[config.mk]
export PLATFORM = sky130hd
export DESIGN_NAME = vid_enc_regs
export DESIGN_NICKNAME = d
export VERILOG_FILES = /design/src/rtl/vid_enc_pkg.sv /design/src/rtl/vid_enc_regfile.sv /design/src/rtl/vid_enc_evt.sv /design/src/rtl/vid_enc_sampdiv.sv /design/src/rtl/vid_enc_regs.sv
export SDC_FILE = /design/constraint.sdc
export NUM_CORES = 1
export LEC_CHECK = 0
export CAP_MARGIN = 5
export CORE_ASPECT_RATIO = 0.6
export CORE_MARGIN = 3
export CORE_UTILIZATION = 47
export DETAILED_ROUTE_END_ITERATION = 16
export PLACE_DENSITY = 0.83
export SYNTH_ARGS = -nofsm -noshare
export SYNTH_HDL_FRONTEND = slang
export SYNTH_SLANG_ARGS = --single-unit
[constraint.sdc]
create_clock -name clk -period 5.6 [get_ports clk]
set_clock_uncertainty 0.1 [all_clocks]
set_input_delay 0.56 -clock clk [delete_from_list [all_inputs] [get_ports clk]]
set_output_delay 0.56 -clock clk [all_outputs]
set_load 0.02 [all_outputs]
[src/rtl/vid_enc_pkg.sv]
package vid_enc_pkg;
  localparam int BUS_W = 32;

  localparam int OFS_CFG   = 'h00;
  localparam int OFS_GAIN0 = 'h28;
  localparam int OFS_CDET  = 'h34;
  localparam int OFS_IEN   = 'h64;
  localparam int OFS_STAT  = 'h68;
  localparam int OFS_TMODE = 'h6c;
  localparam int OFS_MVIS  = 'hdc;
  localparam int OFS_LAST  = 'hdc;

  localparam logic [BUS_W-1:0] CFG_RESET = 32'h0010_0000;
  localparam logic [BUS_W-1:0] CFG_MASK  = 32'h0070_7FFF;
  localparam logic [BUS_W-1:0] CDET_MASK = 32'h0077_0701;
  localparam logic [BUS_W-1:0] EVT_MASK  = 32'h0000_2007;

  localparam int CFG_EN_BIT   = 0;
  localparam int CFG_RATE_LSB = 1;
  localparam int CFG_PCLK_BIT = 3;

  localparam int EV_LONG  = 0;
  localparam int EV_SHORT = 1;
  localparam int EV_MEND  = 2;
  localparam int EV_FRAME = 13;

  typedef enum logic [1:0] {
    RATE_FULL = 2'd0,
    RATE_DIV2 = 2'd1,
    RATE_DIV4 = 2'd2,
    RATE_RSVD = 2'd3
  } rate_e;
endpackage

[src/rtl/vid_enc_regfile.sv]
module vid_enc_regfile
  import vid_enc_pkg::*;
#(
  parameter int ADDR_W  = 8,
  parameter int N_DAC   = 3,
  parameter int GAIN_W  = 6,
  parameter int TMODE_W = 3
) (
  input  logic                    clk,
  input  logic                    rst,
  input  logic [ADDR_W-1:0]       addr,
  input  logic                    wr,
  input  logic                    rd,
  input  logic [BUS_W-1:0]        wdata,
  input  logic [BUS_W-1:0]        stat_in,
  output logic [BUS_W-1:0]        rdata,
  output logic [BUS_W-1:0]        cfg_q,
  output logic [N_DAC*GAIN_W-1:0] gain_q,
  output logic [BUS_W-1:0]        cdet_q,
  output logic [BUS_W-1:0]        ien_q,
  output logic [TMODE_W-1:0]      tmode_q,
  output logic [BUS_W-1:0]        mvis_q,
  output logic [BUS_W-1:0]        stat_clr
);
  localparam int GAIN_STRIDE = 4;

  logic             legal;
  logic             hit_cfg, hit_cdet, hit_ien, hit_stat, hit_tmode, hit_mvis;
  logic [N_DAC-1:0] hit_gain;
  logic [BUS_W-1:0] rd_mux;

  assign legal     = (addr[1:0] == 2'b00) && (addr <= ADDR_W'(OFS_LAST));
  assign hit_cfg   = legal && (addr == ADDR_W'(OFS_CFG));
  assign hit_cdet  = legal && (addr == ADDR_W'(OFS_CDET));
  assign hit_ien   = legal && (addr == ADDR_W'(OFS_IEN));
  assign hit_stat  = legal && (addr == ADDR_W'(OFS_STAT));
  assign hit_tmode = legal && (addr == ADDR_W'(OFS_TMODE));
  assign hit_mvis  = legal && (addr == ADDR_W'(OFS_MVIS));

  assign stat_clr = (wr && hit_stat) ? (wdata & EVT_MASK) : '0;

  always_ff @(posedge clk) begin
    if (rst) begin
      cfg_q   <= CFG_RESET;
      cdet_q  <= '0;
      ien_q   <= '0;
      tmode_q <= '0;
      mvis_q  <= '0;
    end else if (wr) begin
      if (hit_cfg)   cfg_q   <= wdata & CFG_MASK;
      if (hit_cdet)  cdet_q  <= wdata & CDET_MASK;
      if (hit_ien)   ien_q   <= wdata & EVT_MASK;
      if (hit_tmode) tmode_q <= wdata[TMODE_W-1:0];
      if (hit_mvis)  mvis_q  <= wdata;
    end
  end

  for (genvar g = 0; g < N_DAC; g++) begin : g_gain
    assign hit_gain[g] = legal && (addr == ADDR_W'(OFS_GAIN0 + GAIN_STRIDE * g));
    always_ff @(posedge clk) begin
      if (rst)
        gain_q[g*GAIN_W +: GAIN_W] <= '0;
      else if (wr && hit_gain[g])
        gain_q[g*GAIN_W +: GAIN_W] <= wdata[GAIN_W-1:0];
    end
  end

  always_comb begin
    rd_mux = '0;
    if (hit_cfg)   rd_mux = cfg_q;
    if (hit_cdet)  rd_mux = cdet_q;
    if (hit_ien)   rd_mux = ien_q;
    if (hit_stat)  rd_mux = stat_in;
    if (hit_tmode) rd_mux = BUS_W'(tmode_q);
    if (hit_mvis)  rd_mux = mvis_q;
    for (int i = 0; i < N_DAC; i++)
      if (hit_gain[i]) rd_mux = BUS_W'(gain_q[i*GAIN_W +: GAIN_W]);
  end

  always_ff @(posedge clk) begin
    if (rst)     rdata <= '0;
    else if (rd) rdata <= rd_mux;
  end
endmodule

[src/rtl/vid_enc_evt.sv]
module vid_enc_evt
  import vid_enc_pkg::*;
#(
  parameter logic [BUS_W-1:0] EV_MASK = EVT_MASK
) (
  input  logic             clk,
  input  logic             rst,
  input  logic [BUS_W-1:0] evt_in,
  input  logic [BUS_W-1:0] clr,
  input  logic [BUS_W-1:0] ien,
  output logic [BUS_W-1:0] stat_q,
  output logic             irq
);
  always_ff @(posedge clk) begin
    if (rst) begin
      stat_q <= '0;
      irq    <= 1'b0;
    end else begin
      stat_q <= ((stat_q & ~clr) | evt_in) & EV_MASK;
      irq    <= |(stat_q & ien);
    end
  end
endmodule

[src/rtl/vid_enc_sampdiv.sv]
module vid_enc_sampdiv
  import vid_enc_pkg::*;
#(
  parameter int CNT_W = 2
) (
  input  logic  clk,
  input  logic  rst,
  input  logic  en,
  input  rate_e rate,
  output logic  samp_en
);
  localparam int PER_W = CNT_W + 1;

  logic [CNT_W-1:0] cnt;
  logic [PER_W-1:0] period;

  always_comb begin
    case (rate)
      RATE_FULL: period = PER_W'(1);
      RATE_DIV2: period = PER_W'(2);
      default:   period = PER_W'(1 << CNT_W);
    endcase
  end

  always_ff @(posedge clk) begin
    if (rst || !en) begin
      cnt     <= '0;
      samp_en <= 1'b0;
    end else begin
      samp_en <= (cnt == '0);
      if ({1'b0, cnt} >= period - PER_W'(1)) cnt <= '0;
      else                                   cnt <= cnt + CNT_W'(1);
    end
  end
endmodule

[src/rtl/vid_enc_regs.sv]
module vid_enc_regs
  import vid_enc_pkg::*;
#(
  parameter int ADDR_W  = 8,
  parameter int N_DAC   = 3,
  parameter int GAIN_W  = 6,
  parameter int TMODE_W = 3,
  parameter int CNT_W   = 2
) (
  input  logic                    clk,
  input  logic                    rst,
  input  logic [ADDR_W-1:0]       bus_addr,
  input  logic                    bus_wr,
  input  logic                    bus_rd,
  input  logic [31:0]             bus_wdata,
  output logic [31:0]             bus_rdata,
  input  logic                    evt_cable_long,
  input  logic                    evt_cable_short,
  input  logic                    evt_mon_end,
  input  logic                    evt_frame_end,
  output logic                    irq,
  output logic                    samp_en,
  output logic [31:0]             cfg_out,
  output logic [N_DAC*GAIN_W-1:0] dac_gain,
  output logic [31:0]             cdet_out,
  output logic [TMODE_W-1:0]      tmode_out,
  output logic [31:0]             mvis_out
);
  logic [BUS_W-1:0] stat_q, ien_q, stat_clr, evt_vec;
  logic             run;
  rate_e            rate;

  always_comb begin
    evt_vec           = '0;
    evt_vec[EV_LONG]  = evt_cable_long;
    evt_vec[EV_SHORT] = evt_cable_short;
    evt_vec[EV_MEND]  = evt_mon_end;
    evt_vec[EV_FRAME] = evt_frame_end;
  end

  vid_enc_regfile #(
    .ADDR_W(ADDR_W), .N_DAC(N_DAC), .GAIN_W(GAIN_W), .TMODE_W(TMODE_W)
  ) u_rf (
    .clk(clk), .rst(rst), .addr(bus_addr), .wr(bus_wr), .rd(bus_rd),
    .wdata(bus_wdata), .stat_in(stat_q), .rdata(bus_rdata),
    .cfg_q(cfg_out), .gain_q(dac_gain), .cdet_q(cdet_out), .ien_q(ien_q),
    .tmode_q(tmode_out), .mvis_q(mvis_out), .stat_clr(stat_clr)
  );

  vid_enc_evt #(.EV_MASK(EVT_MASK)) u_evt (
    .clk(clk), .rst(rst), .evt_in(evt_vec), .clr(stat_clr), .ien(ien_q),
    .stat_q(stat_q), .irq(irq)
  );

  assign run  = cfg_out[CFG_EN_BIT] & cfg_out[CFG_PCLK_BIT];
  assign rate = rate_e'(cfg_out[CFG_RATE_LSB +: 2]);

  vid_enc_sampdiv #(.CNT_W(CNT_W)) u_div (
    .clk(clk), .rst(rst), .en(run), .rate(rate), .samp_en(samp_en)
  );
endmodule

==> out/qor.yml, run 1 <==
timing:
  drv_slew: 0
  worst_pin_slew_ns: 1.18
  timing.final.crit_share: 0.690
  rsz0062_at_grt: "no"
  period_minus_slack_ns: 3.86
  hold_viol_final: 0
  tns_ns: 0
  max_slew_margin: 0.212
  setup_violations: 0
  setup_slack_ns: 1.74
  max_freq_ghz: 0.259
critical_path:
  max_stage_delay_ns: 1.04
  cp-end-kind: "flip-flop"
  critPathArrivalTime_ns: 4.01
  path_class: "in -> reg"
  crit_top_cell: "nand2_1"
  cpMaxStageDelayCell: "clkdlybuf4s50_1"
  crit_chain: "clkdlybuf4s50_1 -> nand4b_1 -> nor3_4 -> buf_4 -> nand2_1 -> nand2_1 -> a21oi_1"
  cp-start-kind: "primary input"
  crit_required_ns: 5.74
  crit_buf_inv: 2
  path_delay_family: "simple AND/OR/NAND/NOR gates"
  crit_fanout: 34
synth:
  syn_area_per_cell_um2: 8.09
  synth_edf_count: 0
  netlist_area_um2: 5670
  synthCells: 701
  yosysWarnings: 0
  synth_cell_type_count: 56
  synth_flop_cell: "dfxtp_1"
  ys_seq_area_frac: 0.441
  ys_seq_elements: 125
  async_reset_ff_frac: 0
global_route:
  grt_pass1_vias: 5345
  grt_max_degree: 101
  antenna_found_initial: 0
  grt_pass1_wl_um: 28900
  track_usage: 0.272
  overflow: 0
floorplanning:
  rows: 30
  io_pins: 199
  dieArea_um2: 13500
  die_w_um: 148
  start_util: 0.492
  coreArea_um2: 11500
  die-height_um: 91.1
power:
  peakVddDrop_mv: 0.207
  power.switching_mw: 0.491
  powerDensity_nw_per_um2: 273
  p_sw_frac: 0.231
  pwr-share-comb: 0.061
  pwr-share-seq: 0.421
  intPower_mw: 1.64
  p_leak_nw: 2.65
  power.share.clock: 0.518
routing:
  drc: 0
  routedWlPerCell_um: 18.9
  drt-total-wl_um: 19000
  via_per_inst: 5.60
  vias: 5646
  drtAntennaViolNets: 0
  dr.pass1.iters: 5
  initialDrtViolationCount: 430
cells_and_area:
  n_antenna_cell: 0
  fin_nets: 889
  area_delta_synth_final_pct: 37.2
  multi_input_area_um2: 2810
  drive_above_1_share: 0.0613
  most-common-layout-cells: "clkdlybuf4s50_1 (160), nand2_1 (148), dfxtp_1 (125), a21oi_1 (90), conb_1 (36)"
  filler_cell_count: 935
  layout_commonest_cell: "clkdlybuf4s50_1"
  seq_area_um2: 2500
place:
  dpl_worst_slack_ns: 1.37
  port_buffers: 162
  place_hpwl_um: 13200
  gp_congestion: 0.969
cts:
  path_clk_slew_ns: 0.05
  cts_resized: 0
  worstSkewPairLatency_ns: 0.41
  cts_buffers: 17
  tritoncts: "built"
  htreeDepth: 4
  clk_path_buf_depth: 2
  root_buffer: "clkbuf_16"
  postCtsSetupBuffers: 0
  clock_sinks: 125
  holdBufCountCts: 0
worst_hold_path:
  min_path_type: "reg -> reg"
run_status:
  status: "finished clean"
flow_run:
  cap_violations: 0
[registers in the layout, summed over array words and instances (netlist names)]
name and flops:
u_rf.mvis_q 32, u_rf.rdata 32, u_rf.cfg_q 18, u_rf.gain_q 18
u_rf.cdet_q 10, u_evt.stat_q 4, u_rf.ien_q 4, u_rf.tmode_q 3
u_div.cnt 2, u_div.samp_en 1, u_evt.irq 1
[cell type report]
| cell class | count | share of cell area |
|---|---|---|
| clock buffers | 21 | 0.0617 |
| clock inverters | 10 | 0.0146 |
| inverters | 8 | 0.00386 |
| multi-input cells | 518 | 0.361 |
| flip-flops and latches | 125 | 0.321 |
| well taps | 160 | 0.0257 |
| repair buffers | 166 | 0.211 |
[metrics by stage]
step	std cells	area (µm²)	util	hold slack (ns)	total power, mW
6_report	1008	7780	0.675	0.309	2.13
2_1_floorplan	736	5800	-	0.293	1.00
5_1_grt	1008	7780	0.675	0.322	2.18
3_5_place_dp	977	7190	0.624	0.305	1.04
3_3_place_gp	977	7190	0.624	0.300	1.04
4_1_cts	1008	7780	0.675	0.313	2.13
[worst paths after layout]
check | startpoint | to | slack (ns) | depth (start not counted)
worst max-delay path | bus_addr[2] | u_rf.mvis_q[21]$_SDFFE_PP0P_ | 1.74 | 7
worst min-delay path | u_div.cnt[0]$_SDFF_PP0_ | u_div.cnt[0]$_SDFF_PP0_ | 0.31 | 1
worst max register to register | u_rf.cfg_q[0]$_SDFFE_PP0P_ | u_rf.rdata[0]$_SDFFE_PP0P_ | 3.44 | 5
worst min register to register | u_div.cnt[0]$_SDFF_PP0_ | u_div.cnt[0]$_SDFF_PP0_ | 0.31 | 1
[cells by family (layout without fill, tap and decap cells)]
kind of cell | Yosys count | after routing | synth area share
other cells | 1 | 36 | 0.000661
simple gates | 294 | 294 | 0.247
flops | 125 | 125 | 0.441
fa+ha+maj | 5 | 5 | 0.0110
buf+inv | 93 | 205 | 0.0887
compound gates | 160 | 160 | 0.170
mux | 22 | 22 | 0.0395
xor+xnor | 1 | 1 | 0.00154
[worst reg2reg max path, stage by stage (launching register included)]
cell	delay [ns]
dfxtp_1	0.42
or4b_1	0.48
a2111oi_2	0.37
a31oi_1	0.09
a2111oi_1	0.46
o21a_1	0.17
[synthesized netlist by cell type (2+ instances only)]
cell type | n | area [µm²]
and2_1 | 3 | 18.8
nand3b_1 | 3 | 22.5
or2_2 | 6 | 37.5
mux2i_1 | 19 | 190
nand3_1 | 26 | 130
o21ai_0 | 8 | 40.0
buf_4 | 38 | 285
nor2b_1 | 20 | 125
nor3_1 | 4 | 20.0
buf_2 | 8 | 40.0
nand4b_1 | 2 | 17.5
o211ai_1 | 3 | 22.5
a31oi_1 | 17 | 106
o22ai_1 | 4 | 25.0
mux2_2 | 3 | 33.8
a21o_1 | 4 | 30.0
dfxtp_1 | 125 | 2500
nor3b_1 | 2 | 15.0
ha_1 | 5 | 62.6
and3_1 | 2 | 12.5
and4_1 | 3 | 26.3
o31ai_1 | 2 | 15.0
a22oi_1 | 11 | 82.6
inv_1 | 8 | 30.0
nand4_1 | 4 | 25.0
o2bb2ai_1 | 8 | 70.1
clkbuf_1 | 36 | 135
a21oi_1 | 90 | 450
nand2b_1 | 20 | 125
a211oi_1 | 2 | 15.0
and3b_1 | 3 | 26.3
nor4_1 | 3 | 18.8
a221o_1 | 3 | 30.0
buf_1 | 2 | 7.51
nand2_1 | 148 | 556
nor2_1 | 35 | 131
a22o_1 | 2 | 17.5
[power by group through the flow]
stage	clock (mW)	combinational, mW	sequential, mW
floorplan	0	0.0887	0.915
global placement	0	0.124	0.915
detailed placement	0	0.125	0.915
CTS	1.11	0.126	0.895
global route	1.15	0.137	0.895
finish	1.10	0.130	0.896
[per-layer routing]
layer  global-route usage  vias up  routed length [µm]
met1                0.380     2688                8310
met2                0.402      316                8270
met3               0.0963       22                2190
li1                     -     2620                   -
met5                    0        -                   0
met4               0.0684        0                 243
No activity file was read; power rests on OpenSTA's default activity.
==> run 2: changes to the inputs <==
Settings changed: CORE_UTILIZATION 47 to 45, PLACE_DENSITY 0.83 to 0.8.
Clock period 5.6 ns to 3.7 ns, I/O delays scaled along.
==> out/qor.yml, run 2 (synthesized netlist as in run 1, its figures left out) <==
cts:
  cts_resized: 0
  htreeDepth: 4
  holdBufCountCts: 0
  clk_path_buf_depth: 2
  cts_buffers: 17
  worstSkewPairLatency_ns: 0.42
  postCtsSetupBuffers: 0
  clock_sinks: 125
  path_clk_slew_ns: 0.06
  tritoncts: "built"
  root_buffer: "clkbuf_16"
critical_path:
  crit_buf_inv: 1
  r2r_slack_ns: 1.62
  max_stage_delay_ns: 0.65
  cpMaxStageDelayCell: "clkdlybuf4s50_1"
  path_class: "in -> reg"
  path_delay_family: "simple AND/OR/NAND/NOR gates"
  reg2regPathDepth: 5
  worstReg2RegEnd: "u_rf.rdata[0]$_SDFFE_PP0P_"
  crit_required_ns: 3.87
  cp-end-kind: "flip-flop"
  crit_top_cell: "nand2_1"
  cp-start-kind: "primary input"
  reg2reg_from: "u_rf.cfg_q[0]$_SDFFE_PP0P_"
  critPathArrivalTime_ns: 2.91
  cp.depth: 6
  crit_chain: "clkdlybuf4s50_1 -> nor4_1 -> and2_1 -> nand2_1 -> nand2_1 -> a21oi_1"
  crit_fanout: 18
global_route:
  grt_pass1_vias: 5118
  grt_max_degree: 72
  overflow: 0
  track_usage: 0.263
  grt_pass1_wl_um: 28400
  antenna_found_initial: 0
floorplanning:
  coreArea_um2: 12200
  io_pins: 199
  rows: 31
  dieArea_um2: 14000
  start_util: 0.466
  die_w_um: 151
  die-height_um: 93.0
place:
  place_hpwl_um: 12800
  gp_congestion: 0.941
  postPlaceCellArea_um2: 7230
  port_buffers: 162
routing:
  drtAntennaViolNets: 0
  drt-total-wl_um: 18600
  via_per_inst: 5.36
  dr.pass1.iters: 5
  routedWlPerCell_um: 18.3
  vias: 5452
  drc: 0
  initialDrtViolationCount: 512
timing:
  hold_ws_ns: 0.311
  timing.final.crit_share: 0.740
  period_minus_slack_ns: 2.74
  rsz0062_at_grt: "no"
  tns_ns: 0
  worst_pin_slew_ns: 0.800
  drv_slew: 0
  hold_viol_final: 0
  max_slew_margin: 0.462
  setup_violations: 0
  max_freq_ghz: 0.365
cells_and_area:
  final_core_util: 0.641
  layout_commonest_cell: "clkdlybuf4s50_1"
  area_delta_synth_final_pct: 37.7
  fin_area_um2: 7810
  n_antenna_cell: 0
  drive_above_1_share: 0.0657
  top_regs: "u_rf.mvis_q (32), u_rf.rdata (32)"
  most-common-layout-cells: "clkdlybuf4s50_1 (160), nand2_1 (148), dfxtp_1 (125), a21oi_1 (90), conb_1 (36)"
  filler_cell_count: 1080
  fin_nets: 894
power:
  p_leak_nw: 2.66
  p_total_mw: 3.21
  peakVddDrop_mv: 0.360
  powerDensity_nw_per_um2: 411
flow_run:
  cap_violations: 0
worst_hold_path:
  hold_end: "u_div.cnt[0]$_SDFF_PP0_"
  hold_depth: 1
  min_path_type: "reg -> reg"
  hp-start: "u_div.cnt[0]$_SDFF_PP0_"
run_status:
  status: "finished clean"
==> run 2: changes by cell type in the layout (fill, tap and decap cells not counted) <==
cell | previous run | this run
buf_4 | 5 | 10
clkinv_4 | 3 | 1
bufinv_16 | 2 | 3
clkinv_2 | 4 | 6
clkbuf_8 | 4 | 0
clkinvlp_4 | 1 | 3
==> run 2: worst max path at each step <==
stage	start	end	slack (ns)
5_1_grt	bus_addr[3]	u_rf.cfg_q[10]$_SDFFE_PP0P_	0.74
2_1_floorplan	u_rf.cfg_q[0]$_SDFFE_PP0P_	u_rf.rdata[0]$_SDFFE_PP0P_	1.76
3_5_place_dp	bus_addr[3]	u_rf.cfg_q[13]$_SDFFE_PP0P_	0.55
3_3_place_gp	bus_addr[3]	u_rf.cfg_q[1]$_SDFFE_PP0P_	0.68
4_1_cts	bus_addr[3]	u_rf.cfg_q[1]$_SDFFE_PP0P_	0.96
6_report	bus_addr[3]	u_rf.cfg_q[13]$_SDFFE_PP0P_	0.96
==> run 2: layout make-up <==
cell class | count | area, µm² | area share
Multi-Input combinational cell | 518 | 2810 | 0.360
Clock buffer | 17 | 425 | 0.0545
Clock inverter | 13 | 151 | 0.0194
Sequential cell | 125 | 2500 | 0.320
Tap cell | 165 | 206 | 0.0264
Timing Repair Buffer | 171 | 1680 | 0.215
Inverter | 8 | 30.0 | 0.00384
==> run 2: per-stage QoR <==
stage | setup WS, ns | std cells
3_3_place_gp | 0.678 | 987
2_1_floorplan | 1.76 | 736
5_1_grt | 0.741 | 1017
4_1_cts | 0.964 | 1017
6_report | 0.961 | 1017
3_5_place_dp | 0.551 | 987
==> run 2: per-layer routing <==
layer / track usage / vias up / wire (µm)
met3: 0.105 / 32 / 2360
met4: 0.0965 / 0 / 333
met2: 0.353 / 268 / 7440
met1: 0.375 / 2547 / 8440
li1: - / 2605 / -
met5: 0 / - / 0
==> run 2: worst reg2reg max path, delay by kind of cell (launching register included) <==
family	cells	cell delay, ns
compound gates	4	1.03
simple gates	1	0.48
flops	1	0.42
==> run 2: report_power, final <==
| part | total [mW] | switching, mW | internal [mW] |
|---|---|---|---|
| Sequential | 1.36 | 0.00472 | 1.35 |
| Clock | 1.66 | 0.616 | 1.04 |
| Combinational | 0.196 | 0.128 | 0.0684 |
| Total | 3.21 | 0.749 | 2.46 |
==> run 3: changes to the inputs <==
Settings changed: CORE_UTILIZATION 45 to 41, PLACE_DENSITY 0.8 to 0.77.
Clock period 3.7 ns to 2.2 ns, I/O delays scaled along.
==> out/qor.yml, run 3 (synthesized netlist as in run 1, its figures left out) <==
run_status:
  status: "finished clean"
floorplanning:
  start_util: 0.431
  dieArea_um2: 15300
  coreArea_um2: 13200
  die_w_um: 158
  die-height_um: 97.1
  rows: 32
  io_pins: 199
routing:
  dr.pass1.iters: 5
  drtAntennaViolNets: 0
  initialDrtViolationCount: 551
  drt-total-wl_um: 19400
  drc: 0
  routedWlPerCell_um: 18.0
  via_per_inst: 5.27
  vias: 5683
place:
  port_buffers: 162
  place_hpwl_um: 14100
  dpl_worst_slack_ns: -0.251
  gp_congestion: 0.903
cells_and_area:
  seq_area_um2: 2500
  fin_nets: 949
  top_regs: "u_rf.mvis_q (32), u_rf.rdata (32)"
  multi_input_area_um2: 2820
  drive_above_1_share: 0.127
  filler_cell_count: 1131
  area_delta_synth_final_pct: 46.1
  n_antenna_cell: 0
  layout_commonest_cell: "clkdlybuf4s50_1"
  final_core_util: 0.629
  most-common-layout-cells: "clkdlybuf4s50_1 (160), nand2_1 (148), dfxtp_1 (124), a21oi_1 (90), buf_4 (61)"
timing:
  setup_slack_ns: 0.172
  hold_viol_final: 0
  setup_violations: 0
  max_freq_ghz: 0.493
  rsz0062_at_grt: "no"
  max_slew_margin: 0.595
  worst_pin_slew_ns: 0.608
  tns_ns: 0
  drv_slew: 0
  period_minus_slack_ns: 2.03
  timing.final.crit_share: 0.922
power:
  pwr-share-comb: 0.070
  power.share.clock: 0.510
  intPower_mw: 4.02
  powerDensity_nw_per_um2: 654
  p_leak_nw: 2.96
  p_sw_frac: 0.258
  power.switching_mw: 1.40
  pwr-share-seq: 0.420
  peakVddDrop_mv: 0.452
global_route:
  grt_pass1_vias: 5245
  grt_pass1_wl_um: 30000
  grt_max_degree: 124
  antenna_found_initial: 0
  grtUsageMet1: 0.384
  met3_usage: 0.101
  grt.busiest_layer: "met1"
  track_usage: 0.250
  overflow: 0
  use_met2: 0.325
flow_run:
  cap_violations: 0
critical_path:
  crit_fanout: 7
  cp-start-kind: "primary input"
  crit_required_ns: 2.43
  cp-startpoint: "bus_addr[2]"
  path_class: "in -> reg"
  reg2reg_from: "u_rf.cfg_q[0]$_SDFFE_PP0P_"
  critPathArrivalTime_ns: 2.26
  cp-end-kind: "flip-flop"
worst_hold_path:
  hp-start: "bus_rd"
  min_path_type: "in -> reg"
cts:
  htreeDepth: 4
  postCtsSetupBuffers: 0
  path_clk_slew_ns: 0.07
  clk_path_buf_depth: 2
  clock_sinks: 125
  cts_buffers: 17
  worstSkewPairLatency_ns: 0.41
  root_buffer: "clkbuf_16"
  tritoncts: "built"
[run 3: cell count changes in the layout (fill, tap and decap cells not counted), moves of 2 or more]
| cell | before | now |
|---|---|---|
| buf_4 | 10 | 61 |
| inv_6 | 0 | 6 |
| buf_12 | 0 | 4 |
| clkinvlp_4 | 3 | 1 |
| inv_8 | 0 | 3 |
| clkinv_2 | 6 | 2 |
| bufinv_16 | 3 | 1 |
[run 3: area by class of cell]
cell class	count	share of cell area
clock inverters	15	0.0183
inverters	8	0.00362
multi-input cells	518	0.340
well taps	170	0.0257
flip-flops and latches	125	0.302
repair buffers	226	0.259
clock buffers	17	0.0513
[run 3: path summary, 6_finish.rpt]
kind / endpoint / slack (ns) / cells after the start
setup / recovery: u_rf.cdet_q[20]$_SDFFE_PP0P_ / 0.17 / 8
hold / removal: u_rf.rdata[13]$_SDFFE_PP0P_ / 0.23 / 3
setup reg to reg: u_rf.rdata[0]$_SDFFE_PP0P_ / 0.25 / 5
hold reg to reg: u_div.cnt[0]$_SDFF_PP0_ / 0.32 / 1
[run 3: timing repair]
item                                    in CTS  in global routing
endpoints found under the setup margin       0                  1
gates resized for setup                      0                  2
hold buffers                                 0                  0
[run 3: routing by layer]
layer,part of all wire,wire length [µm]
met5,0,0
met1,0.48,9310
met2,0.40,7680
met4,0.0055,107
met3,0.12,2290
[run 3: power by group through the flow]
stage,Combinational (mW),Clock (mW),Sequential [mW]
3_5_place_dp,0.368,0,2.33
4_1_cts,0.369,2.80,2.28
3_3_place_gp,0.370,0,2.33
2_1_floorplan,0.226,0,2.33
6_report,0.379,2.76,2.28
5_1_grt,0.403,2.91,2.28
[run 3: metrics by stage]
stage	cells	cell area, µm²	total power, mW	hold WS (ns)
after global placement	1047	7700	2.70	0.303
after global routing	1079	8290	5.58	0.243
after detailed placement	1047	7700	2.70	0.312
after floorplan	736	5800	2.55	0.237
after CTS	1079	8280	5.45	0.229
final	1079	8290	5.42	0.234
[run 3: critical path, cell delays in order]
cell             delay, ns
clkdlybuf4s50_1       0.61
buf_4                 0.19
nor2b_1               0.32
and3_1                0.31
and2_1                0.20
buf_4                 0.18
nand2_1               0.06
a21oi_1               0.17
